`src/rtl/pwm_cond_pkg.sv`:
```
package pwm_cond_pkg;

  // Strobes from the guard control to the output datapath
  typedef struct packed {
    logic permitLo;   // low-side output may rise on this edge
    logic permitHi;   // high-side output may rise on this edge
    logic modeLocal;  // captured mode: 1 = local, 0 = direct
  } guardStrobe_t;

  function automatic int maxOf(input int a, input int b);
    return (a > b) ? a : b;
  endfunction

endpackage

```
`src/rtl/pwm_glitch_filter.sv`:
```
// Minimum-width filter: the output takes a new level only after the input
// has shown that level for MIN_W consecutive sampled cycles.
module pwm_glitch_filter #(
  parameter int MIN_W = 4
) (
  input  logic clk,
  input  logic rstN,
  input  logic rawIn,
  output logic cleanOut
);
  localparam int CW = (MIN_W < 2) ? 1 : $clog2(MIN_W + 1);
  localparam logic [CW-1:0] LAST = CW'(MIN_W - 1);

  logic [CW-1:0] runCnt;
  logic level;

  always_ff @(posedge clk) begin
    if (!rstN) begin
      level  <= 1'b0;
      runCnt <= '0;
    end else if (rawIn == level) begin
      runCnt <= '0;
    end else if (runCnt == LAST) begin
      level  <= rawIn;
      runCnt <= '0;
    end else begin
      runCnt <= runCnt + 1'b1;
    end
  end

  assign cleanOut = level;
endmodule

```
`src/rtl/pwm_guard_ctrl.sv`:
```
// Guard control: captures the mode at reset, counts how long each output
// has been low and issues permission strobes for rising edges.
module pwm_guard_ctrl
  import pwm_cond_pkg::*;
#(
  parameter int NOV_CYC  = 6,
  parameter int DEAD_CYC = 10
) (
  input  logic         clk,
  input  logic         rstN,
  input  logic         localSel,
  input  logic         outLo,
  input  logic         outHi,
  input  logic         wantHi,
  output guardStrobe_t strobe
);
  localparam int MAXT = maxOf(maxOf(NOV_CYC, DEAD_CYC), 1);
  localparam int CW   = $clog2(MAXT + 1);
  localparam logic [CW-1:0] CAP     = CW'(MAXT);
  localparam logic [CW-1:0] NOV_M1  = CW'((NOV_CYC  < 1) ? 0 : NOV_CYC - 1);
  localparam logic [CW-1:0] DEAD_M1 = CW'((DEAD_CYC < 1) ? 0 : DEAD_CYC - 1);

  logic modeLocal;
  logic [CW-1:0] thrM1;
  logic [1:0] outVec;
  logic [1:0] sideClear;
  logic [CW-1:0] lowCnt [2];

  // Mode latch: loads only while reset is held
  always_ff @(posedge clk) begin
    if (!rstN) modeLocal <= localSel;
  end

  assign thrM1  = modeLocal ? DEAD_M1 : NOV_M1;
  assign outVec = {outHi, outLo};

  // Index 0 = low side, 1 = high side
  for (genvar g = 0; g < 2; g++) begin : g_side
    always_ff @(posedge clk) begin
      if (!rstN)               lowCnt[g] <= CAP;
      else if (outVec[g])      lowCnt[g] <= '0;
      else if (lowCnt[g] != CAP) lowCnt[g] <= lowCnt[g] + 1'b1;
    end
    assign sideClear[g] = !outVec[g] && (lowCnt[g] >= thrM1);
  end

  always_comb begin
    strobe.modeLocal = modeLocal;
    strobe.permitHi  = sideClear[0];
    // High side wins a simultaneous rise
    strobe.permitLo  = sideClear[1] && !(wantHi && sideClear[0]);
  end
endmodule

```
`src/rtl/pwm_out_datapath.sv`:
```
// Datapath: input filters, mode-dependent source selection, output registers.
module pwm_out_datapath
  import pwm_cond_pkg::*;
#(
  parameter int GLITCH_CYC = 4
) (
  input  logic         clk,
  input  logic         rstN,
  input  logic         outEn,
  input  logic         pwmLoIn,
  input  logic         pwmHiIn,
  input  guardStrobe_t strobe,
  output logic         outLo,
  output logic         outHi,
  output logic         wantHi
);
  logic [1:0] rawVec;
  logic [1:0] cleanVec;
  logic wantLo;

  assign rawVec = {pwmHiIn, pwmLoIn};

  for (genvar g = 0; g < 2; g++) begin : g_filt
    pwm_glitch_filter #(.MIN_W(GLITCH_CYC)) u_filt (
      .clk     (clk),
      .rstN    (rstN),
      .rawIn   (rawVec[g]),
      .cleanOut(cleanVec[g])
    );
  end

  assign wantHi = cleanVec[1];
  assign wantLo = strobe.modeLocal ? !cleanVec[1] : cleanVec[0];

  always_ff @(posedge clk) begin
    if (!rstN) begin
      outLo <= 1'b0;
      outHi <= 1'b0;
    end else begin
      outLo <= outEn && wantLo && (outLo || strobe.permitLo);
      outHi <= outEn && wantHi && (outHi || strobe.permitHi);
    end
  end
endmodule

```
`src/rtl/pwm_input_conditioner.sv`:
```
module pwm_input_conditioner
  import pwm_cond_pkg::*;
#(
  parameter int GLITCH_CYC = 4,
  parameter int NOV_CYC    = 6,
  parameter int DEAD_CYC   = 10
) (
  input  logic clk,
  input  logic rstN,
  input  logic outEn,
  input  logic localSel,
  input  logic pwmLoIn,
  input  logic pwmHiIn,
  output logic pwmLoOut,
  output logic pwmHiOut
);
  guardStrobe_t strobe;
  logic wantHi;

  pwm_guard_ctrl #(.NOV_CYC(NOV_CYC), .DEAD_CYC(DEAD_CYC)) u_ctrl (
    .clk     (clk),
    .rstN    (rstN),
    .localSel(localSel),
    .outLo   (pwmLoOut),
    .outHi   (pwmHiOut),
    .wantHi  (wantHi),
    .strobe  (strobe)
  );

  pwm_out_datapath #(.GLITCH_CYC(GLITCH_CYC)) u_dp (
    .clk    (clk),
    .rstN   (rstN),
    .outEn  (outEn),
    .pwmLoIn(pwmLoIn),
    .pwmHiIn(pwmHiIn),
    .strobe (strobe),
    .outLo  (pwmLoOut),
    .outHi  (pwmHiOut),
    .wantHi (wantHi)
  );
endmodule

```
`config.mk`:
```
export PLATFORM = sky130hd
export DESIGN_NAME = pwm_input_conditioner
export DESIGN_NICKNAME = d
export VERILOG_FILES = /design/src/rtl/pwm_cond_pkg.sv /design/src/rtl/pwm_glitch_filter.sv /design/src/rtl/pwm_guard_ctrl.sv /design/src/rtl/pwm_out_datapath.sv /design/src/rtl/pwm_input_conditioner.sv
export SDC_FILE = /design/constraint.sdc
export NUM_CORES = 1
export LEC_CHECK = 0
export BUFFER_PORTS_ARGS = -buffer_cell sky130_fd_sc_hd__buf_4
export CORE_MARGIN = 5
export CORE_UTILIZATION = 45
export DETAILED_ROUTE_END_ITERATION = 10
export PLACE_DENSITY = 0.72
export RECOVER_POWER = 100
export SETUP_SLACK_MARGIN = 0.05
export SLEW_MARGIN = 10
export SYNTH_ARGS = -nofsm -noshare
export SYNTH_HDL_FRONTEND = slang
export SYNTH_SLANG_ARGS = --single-unit
```
`constraint.sdc`:
```
create_clock -name clk -period 3.22 [get_ports clk]
set_clock_uncertainty 0.05 [all_clocks]
set_input_delay 0.161 -clock clk [delete_from_list [all_inputs] [get_ports clk]]
set_output_delay 0.161 -clock clk [all_outputs]
set_load 0.02 [all_outputs]
```
==> results.txt, run 1 <==
grt total ovfl: 0
Hold Crit Depth: 3
Critical Path End Type: flop
Cell Area, Synth: 0.00104 mm2
Mapped Cells: 99
CTS tree: done
Yosys top cell area share: 0.259
Routed WL per cell: 11.9 um
P_int: 463 uW
CTS Buf Count: 3
Synth-to-Final Area Change: 10.2%
slew margin rel.: 0.826
hold_buf cts: 1
dpl hpwl: 1360 um
total wire length: 1660 um
initial DRC count: 7
Ports: 8
Clk pwr share: 0.165
Worst setup SP type: flop
die extent in x: 58.2 um
Net Sw Power: 237 uW
fmax: 610 MHz
YS warnings: 0
slack of the critical path: 1.58 ns
WL met1: 746 um
post-synth net total: 121
pin count of the biggest net entering global routing: 11
clock root buffer: clkbuf_4
CTS Buffer Depth: 2
r2r setup slk: 1.58 ns
final hold vios: 0
status: finished, final reports clean
Antenna Nets Post-Route: 0
Flop pwr share: 0.522
EDFF count, synth: 9
largest area contributor in the netlist: edfxtp_1
critical path type: flop to flop
Hold WS: 0.0712 ns
via count: 689
critical path fanouts, max: 5
Core Rows: 17
antenna violations before repair: 0
H-tree depth: 1
first-pass GRT wire length: 3100 um
Reg2Reg Launch Point: u_ctrl.modeLocal$_DFFE_PN_
Sequential cell area: 470 um2
core area: 0.00221 mm2
FF-to-FF End: u_dp.outHi$_SDFF_PN0_
layout cells sized above 1: 0.135
pwr/cell area: 609 mW/mm2
post-synthesis async set-or-reset flop share: 0
CTS clk-pin slew, worst paths: 0.10 ns
Switching Share: 0.339
via/cell ratio: 4.96
Worst Hold End: u_dp.g_filt[0].u_filt.cleanOut$_SDFFE_PN0P_
Post-Route Utilization: 0.520
maxcap violations: 0
Die Ht: 58.2 um
metal2 WL: 849 um
final setup violation count: 0
Initial Utilization: 0.472
hold wc startpoint: pwmLoIn
Reg2Reg Depth: 6
Final Max Tran Viols: 0
ANT cells: 0
postcts setup bufs: 0
unrepaired setup endpoints after global routing: no
Place WS: 1.58 ns
area of the multi-input gates: 526 um2
highest routed layer: met4
vias in the first global route: 732
Clock Sinks: 19
clk_lat worst skew: 0.29 ns
Slew @ Worst Pin: 0.263 ns
GPL Wtd Cong: 0.744
fin cells: 139
Tcrit/Tclk final: 0.509
final critical-path required period: 1.64 ns
first drt pass iteration count: 4
Fillers: 213
Critical Path AT: 1.78 ns
Post-Place Cells: 134
DRC Markers: 0
top cells by area, synth: edfxtp_1 26%, dfxtp_1 19%, ha_1 19%
Distinct cells, synth: 25
Fin Setup TNS: 0 ns
buffers added on ports: 7
Post-CTS Resized: 0
Crit path required time: 3.37 ns
Main synth FF type: dfxtp_1
GRT Resource Usage Total: 0.120
sequential fraction of the synthesis area: 0.451
Max rail drop VDD: 0.417 mV
die area: 0.00338 mm2
Logic pwr share: 0.313
DR WL met3: 37 um
Nets: 134
worst hold path class: input pin to flop
Static Leakage: 0.488 nW
syn avg cell area: 10.5 um2
register bit total from synthesis: 19
## placed cells by master (no fill, tap or decap), types with 2 or more instances in the layout
cell type / n
mux2i_1: 3
ha_1: 16
inv_1: 10
nand3_1: 2
a21oi_1: 2
nor3_1: 3
o21ai_0: 4
clkbuf_1: 3
edfxtp_1: 9
nor2_2: 6
nor2_1: 11
xnor2_1: 2
nand2_1: 4
clkbuf_4: 4
xor2_1: 2
dfxtp_1: 10
nand2b_1: 4
or3_1: 4
buf_4: 4
## stage by stage
| stage | area (um2) | power, mW |
|---|---|---|
| 2_1_floorplan | 1040 | 0.537 |
| 3_3_place_gp | 1130 | 0.585 |
| 3_5_place_dp | 1130 | 0.600 |
| 4_1_cts | 1170 | 0.719 |
| 5_1_grt | 1150 | 0.774 |
| 6_report | 1150 | 0.700 |
## layout make-up
type	count	area share
repair buffers	8	0.0479
well taps	28	0.0305
clock buffers	4	0.0229
flip-flops and latches	19	0.409
multi-input cells	70	0.457
inverters	10	0.0326
## flip-flops by register name (all words and copies together), names as in the netlist
name	flops
u_ctrl.modeLocal	1
u_dp.g_filt.u_filt.cleanOut	2
u_dp.outHi	1
u_ctrl.lowCnt	8
u_dp.outLo	1
u_dp.g_filt.u_filt.runCnt	6
## cells in the mapped netlist (2+ instances only)
cell       n
nand2b_1   4
nand2_1    4
xnor2_1    2
nand3_1    2
or3_1      2
a21oi_1    2
mux2i_1    3
xor2_1     2
nor2_1    11
nor2_2     6
inv_1      9
or3_4      2
dfxtp_1   10
o21ai_1    4
nor3_1     3
ha_1      16
edfxtp_1   9
## power by group through the flow
stage / Clock (mW) / Sequential (mW) / Combinational (mW)
after floorplan: 0 / 0.359 / 0.179
after global placement: 0 / 0.368 / 0.217
after detailed placement: 0 / 0.372 / 0.228
after CTS: 0.122 / 0.366 / 0.230
after global routing: 0.131 / 0.376 / 0.267
final: 0.115 / 0.365 / 0.220
## how the worst max path moves through the flow
stage	start	to	slack [ns]	cells past startpoint
after CTS	u_ctrl.modeLocal$_DFFE_PN_	u_dp.outHi$_SDFF_PN0_	1.57	6
after floorplan	u_ctrl.modeLocal$_DFFE_PN_	u_dp.outHi$_SDFF_PN0_	1.72	6
after detailed placement	u_ctrl.modeLocal$_DFFE_PN_	u_dp.outHi$_SDFF_PN0_	1.58	6
after global placement	u_ctrl.modeLocal$_DFFE_PN_	u_dp.outHi$_SDFF_PN0_	1.68	6
after global routing	u_ctrl.modeLocal$_DFFE_PN_	u_dp.outHi$_SDFF_PN0_	1.48	6
final	u_ctrl.modeLocal$_DFFE_PN_	u_dp.outHi$_SDFF_PN0_	1.58	6
## routing by layer
metal	up-vias	track usage
met5	-	0
li1	363	-
met4	0	0.0596
met2	8	0.213
met3	4	0.0267
met1	314	0.133
## worst max-delay path, cell delays in order (launching register included)
cell      delay, ns
edfxtp_1       0.46
inv_1          0.09
ha_1           0.31
a21o_1         0.15
a31oi_1        0.19
nor2_1         0.06
o2111a_1       0.22
## logic make-up (layout without fill, tap and decap cells)
| family | after synthesis | after routing | synth area share |
|---|---|---|---|
| compound gates | 11 | 11 | 0.0696 |
| xor+xnor | 4 | 4 | 0.0336 |
| fa+ha+maj | 16 | 16 | 0.192 |
| buf+inv | 10 | 22 | 0.0360 |
| flops | 19 | 19 | 0.451 |
| mux | 4 | 4 | 0.0396 |
| simple gates | 35 | 35 | 0.179 |
No activity file was read; power rests on OpenSTA's default activity.
==> run 2: changes to the inputs <==
==> constraint.sdc (replaced) <==
create_clock -name clk -period 1.67 [get_ports clk]
set_clock_uncertainty 0.05 [all_clocks]
set_input_delay 0.0835 -clock clk [delete_from_list [all_inputs] [get_ports clk]]
set_output_delay 0.0835 -clock clk [all_outputs]
set_load 0.02 [all_outputs]
==> run 2 against run 1 <==
Effect of this change: critical path depth stayed put; utilization is 4.5 points higher; wire length is 9.1% higher; clock power is 100% higher; worst setup slack worse by 1.5 ns; die area stayed put; total power is 110% higher; sequential power is 88% higher; register-to-register slack worse by 1.5 ns; design area is 8.6% higher; via count is 8.4% higher; worst hold slack worse by 0.058 ns; critical path type unchanged.
==> results.txt, run 2 (synthesized netlist as in run 1, its figures left out) <==
Flop pwr share: 0.472
CTS Buffer Depth: 2
dpl hpwl: 1370 um
fin cells: 149
critical path type: flop to flop
grt total ovfl: 0
WP buf/inv: 1
family with the most delay on the worst path: compound AO/OA/AOI/OAI gates
vias in the first global route: 776
unrepaired setup endpoints after global routing: yes
max reg flops: 8
clk_lat worst skew: 0.30 ns
Hold Crit Depth: 2
Most flops, register: u_ctrl.lowCnt
first drt pass iteration count: 4
Reg2Reg Launch Point: u_ctrl.modeLocal$_DFFE_PN_
Fin Setup TNS: 0 ns
Logic pwr share: 0.370
CTS tree: done
Synth-to-Final Area Change: 19.7%
critical path fanouts, max: 2
initial DRC count: 10
pwr/cell area: 1170 mW/mm2
Routed WL per cell: 12.1 um
CTS clk-pin slew, worst paths: 0.11 ns
Critical Path AT: 1.71 ns
pin count of the biggest net entering global routing: 12
worst hold path class: input pin to flop
maxcap violations: 0
P_int: 947 uW
Initial Utilization: 0.472
total wire length: 1810 um
final setup violation count: 0
Core Rows: 17
core area: 0.00221 mm2
FF-to-FF End: u_dp.outHi$_SDFF_PN0_
slowest stage delay, CP: 0.44 ns
hold wc startpoint: outEn
Static Leakage: 0.529 nW
DRC Markers: 0
Nets: 144
final hold vios: 0
via count: 747
slack of the critical path: 0.114 ns
antenna violations before repair: 0
Crit path required time: 1.82 ns
Worst setup SP type: flop
GPL Wtd Cong: 0.712
fmax: 643 MHz
Worst Hold End: u_dp.outHi$_SDFF_PN0_
status: finished, final reports clean
layout cells sized above 1: 0.215
CTS Buf Count: 3
CP max-delay cell: edfxtp_1
most common cell after layout, fill and taps aside: ha_1
buffers added on ports: 7
Fillers: 201
die area: 0.00338 mm2
Slew @ Worst Pin: 0.267 ns
slew margin rel.: 0.823
via/cell ratio: 5.01
Post-Place Cells: 136
Max rail drop VDD: 0.757 mV
clock root buffer: clkbuf_4
Hold WS: 0.0135 ns
Antenna Nets Post-Route: 0
H-tree depth: 1
GRT Resource Usage Total: 0.122
Reg2Reg Depth: 6
most frequent cells in the layout: 14 x ha_1, 11 x nor2_1, 10 x dfxtp_1
ANT cells: 0
Ports: 8
Tcrit/Tclk final: 0.932
Clk pwr share: 0.158
Switching Share: 0.350
r2r setup slk: 0.11 ns
Clock Sinks: 19
Place WS: 0.0314 ns
Final Max Tran Viols: 0
Net Sw Power: 509 uW
Die Ht: 58.2 um
crit-path cells: inv_2 > ha_4 > a21o_1 > a31oi_2 > nor2_1 > o2111a_1
first-pass GRT wire length: 3180 um
final critical-path required period: 1.56 ns
Critical Path End Type: flop
die extent in x: 58.2 um
## run 2: cell count changes in the layout (fill, tap and decap cells not counted), sizes merged
cell         previous run  this run
clkinv                  0         1
clkbuf                  7         8
buf                     4        10
dlygate4sd3             1         3
## run 2: cell type report
class                      count  area (um2)  share of cell area
sequential                    19         470               0.377
tap                           28        35.0              0.0281
clock buffer                   3        22.5              0.0180
timing repair buffer          18         131               0.105
clock inverter                 1        5.00             0.00401
multi-input combinational     70         547               0.438
inverter                      10        37.5              0.0301
## run 2: power by group through the flow
stage	logic (mW)	registers [mW]	clock network, mW
6_report	0.539	0.686	0.230
3_3_place_gp	0.458	0.698	0
3_5_place_dp	0.473	0.707	0
2_1_floorplan	0.345	0.691	0
4_1_cts	0.495	0.693	0.237
5_1_grt	0.618	0.696	0.262
## run 2: worst max-delay path by stage
stage | from | endpoint | cells past startpoint
CTS | u_ctrl.modeLocal$_DFFE_PN_ | u_dp.outHi$_SDFF_PN0_ | 6
floorplan | u_ctrl.modeLocal$_DFFE_PN_ | u_dp.outHi$_SDFF_PN0_ | 6
global route | u_ctrl.modeLocal$_DFFE_PN_ | u_dp.outHi$_SDFF_PN0_ | 6
detailed placement | u_ctrl.modeLocal$_DFFE_PN_ | u_dp.outHi$_SDFF_PN0_ | 6
global placement | u_ctrl.modeLocal$_DFFE_PN_ | u_dp.outHi$_SDFF_PN0_ | 6
finish | u_ctrl.modeLocal$_DFFE_PN_ | u_dp.outHi$_SDFF_PN0_ | 6
## run 2: timing repair
item                                    CTS  global route
endpoints found under the hold margin     3             0
gates resized for setup                   0             5
pin swaps                                 0             4
cloned                                    0             0
hold buffers                              3             0
endpoints found under the setup margin    1             2
setup buffers                             2             4
## run 2: routing by layer
metal / GRT usage / share of wire / up-vias
li1: - / - / 380
met1: 0.138 / 0.43 / 352
met2: 0.211 / 0.52 / 11
met3: 0.0290 / 0.029 / 4
met4: 0.0596 / 0.018 / 0
met5: 0 / 0 / -
## run 2: stage by stage
stage / utilization / power, mW / cell area (um2)
global route: 0.564 / 1.58 / 1250
detailed placement: 0.518 / 1.18 / 1150
floorplan: - / 1.04 / 1040
global placement: 0.518 / 1.16 / 1150
CTS: 0.551 / 1.43 / 1220
finish: 0.564 / 1.46 / 1250
## run 2: worst register-to-register path, cell delays in order, from the launching register on
cell      delay, ns
edfxtp_1       0.44
inv_2          0.11
ha_4           0.20
a21o_1         0.19
a31oi_2        0.16
nor2_1         0.07
o2111a_1       0.24
==> run 3: changes to the inputs <==
--- a/config.mk
+++ b/config.mk
@@ -7,9 +7,9 @@
 export LEC_CHECK = 0
 export BUFFER_PORTS_ARGS = -buffer_cell sky130_fd_sc_hd__buf_4
 export CORE_MARGIN = 5
-export CORE_UTILIZATION = 45
+export CORE_UTILIZATION = 30
 export DETAILED_ROUTE_END_ITERATION = 10
-export PLACE_DENSITY = 0.72
+export PLACE_DENSITY = 0.55
 export RECOVER_POWER = 100
 export SETUP_SLACK_MARGIN = 0.05
 export SLEW_MARGIN = 10
==> run 3 against run 2 <==
Effect of this change: wire length is 11% lower; maximum frequency is 1.4% higher; sequential share of layout area is 1.0 points higher; clock power is 3% lower; final cell count is 8.7% higher; register-to-register slack better by 0.02 ns; total power is 6.2% lower.
==> results.txt, run 3 (synthesized netlist as in run 1, its figures left out) <==
critical path fanouts, max: 3
Critical Path End Type: flop
area of the multi-input gates: 526 um2
maxcap violations: 0
Final Cell Area: 0.00121 mm2
Die Ht: 69.0 um
pwr/cell area: 1120 mW/mm2
status: finished, final reports clean
Slew @ Worst Pin: 0.253 ns
clock root buffer: clkbuf_4
met1 Usage GRT: 0.0828
worst hold path class: input pin to flop
slew margin rel.: 0.832
Nets: 139
clk_lat worst skew: 0.29 ns
first-pass GRT wire length: 2850 um
final setup violation count: 0
Synth-to-Final Area Change: 16.4%
Crit path required time: 1.81 ns
Final Max Tran Viols: 0
H-tree depth: 1
final hold vios: 0
Fillers: 362
fmax: 652 MHz
unrepaired setup endpoints after global routing: yes
CTS tree: done
total wire length: 1610 um
Routed WL per cell: 9.94 um
pin count of the biggest net entering global routing: 11
Critical Path AT: 1.68 ns
most used routing layer: met2
first drt pass iteration count: 4
Static Leakage: 0.510 nW
Most flops, register: u_ctrl.lowCnt
antenna violations before repair: 0
ANT cells: 0
vias in the first global route: 695
Antenna Nets Post-Route: 0
Tcrit/Tclk final: 0.919
via/cell ratio: 4.30
DRC Markers: 0
die area: 0.00476 mm2
most common cell after layout, fill and taps aside: ha_1
Core Rows: 21
CTS Buffer Depth: 2
die extent in x: 69.0 um
Initial Utilization: 0.310
GRT Resource Usage Total: 0.0817
initial DRC count: 14
Fin Setup TNS: 0 ns
critical path type: flop to flop
Clock Sinks: 19
Sequential cell area: 470 um2
Place WS: 0.0797 ns
met3 usage: 0.0227
Ports: 8
final critical-path required period: 1.53 ns
routing usage on met2: 0.139
max reg flops: 8
grt total ovfl: 0
slack of the critical path: 0.136 ns
dpl cell area: 0.00115 mm2
GPL Wtd Cong: 0.746
CTS clk-pin slew, worst paths: 0.10 ns
Hold WS: 0.0309 ns
CTS Buf Count: 3
dpl hpwl: 1260 um
via count: 696
layout cells sized above 1: 0.147
most frequent cells in the layout: 16 x ha_1, 11 x nor2_1, 10 x inv_1, 10 x dfxtp_1, 9 x edfxtp_1
Max rail drop VDD: 0.450 mV
buffers added on ports: 7
core area: 0.00336 mm2
Worst setup SP type: flop
-- run 3: cell types whose count changed in the layout (fill, tap and decap cells not counted), sizes merged --
cell | before | now
clkinv | 1 | 0
buf | 10 | 5
dlygate4sd3 | 3 | 4
-- run 3: final timing paths --
| path | startpoint | to | slack, ns | depth (start not counted) |
|---|---|---|---|---|
| worst max-delay path | u_ctrl.modeLocal$_DFFE_PN_ | u_dp.outHi$_SDFF_PN0_ | 0.14 | 6 |
| worst min-delay path | rstN | u_dp.outHi$_SDFF_PN0_ | 0.03 | 2 |
| worst max register to register | u_ctrl.modeLocal$_DFFE_PN_ | u_dp.outHi$_SDFF_PN0_ | 0.14 | 6 |
| worst min register to register | u_dp.g_filt[0].u_filt.runCnt[0]$_SDFF_PP0_ | u_dp.g_filt[0].u_filt.runCnt[0]$_SDFF_PP0_ | 0.39 | 1 |
-- run 3: critical path, cell delays in order, from the launching register on --
cell and delay [ns]:
edfxtp_1 0.41, inv_1 0.10, ha_1 0.25, a21o_1 0.16
a31oi_1 0.19, nor2_1 0.06, o2111a_1 0.22
-- run 3: per-layer routing --
layer,routed length [um],part of all wire
met1,759,0.47
met2,779,0.48
met3,40,0.025
met4,30,0.019
met5,0,0
-- run 3: cell type report --
cell class / instances / share of cell area
Clock buffer: 4 / 0.0216
Inverter: 10 / 0.0309
Multi-Input combinational cell: 70 / 0.433
Sequential cell: 19 / 0.387
Tap cell: 46 / 0.0474
Timing Repair Buffer: 13 / 0.0803
-- run 3: metrics by stage --
| step | power, mW | util | std cells |
|---|---|---|---|
| 3_5_place_dp | 1.15 | 0.343 | 152 |
| 6_report | 1.37 | 0.361 | 162 |
| 4_1_cts | 1.38 | 0.360 | 159 |
| 5_1_grt | 1.49 | 0.361 | 162 |
| 2_1_floorplan | 1.04 | - | 99 |
| 3_3_place_gp | 1.14 | 0.343 | 152 |
-- run 3: report_power, final --
part	internal, mW	leakage [nW]	switching (mW)	total (mW)
Sequential	0.607	0.169	0.0891	0.696
Clock	0.0928	0.0150	0.131	0.224
Combinational	0.208	0.326	0.238	0.446
-- run 3: repair_timing --
action,4_1_cts,5_1_grt
resized for setup,0,1
setup endpoints to repair,0,10
hold endpoints to repair,3,1
setup buffers,0,2
hold buffers,3,1
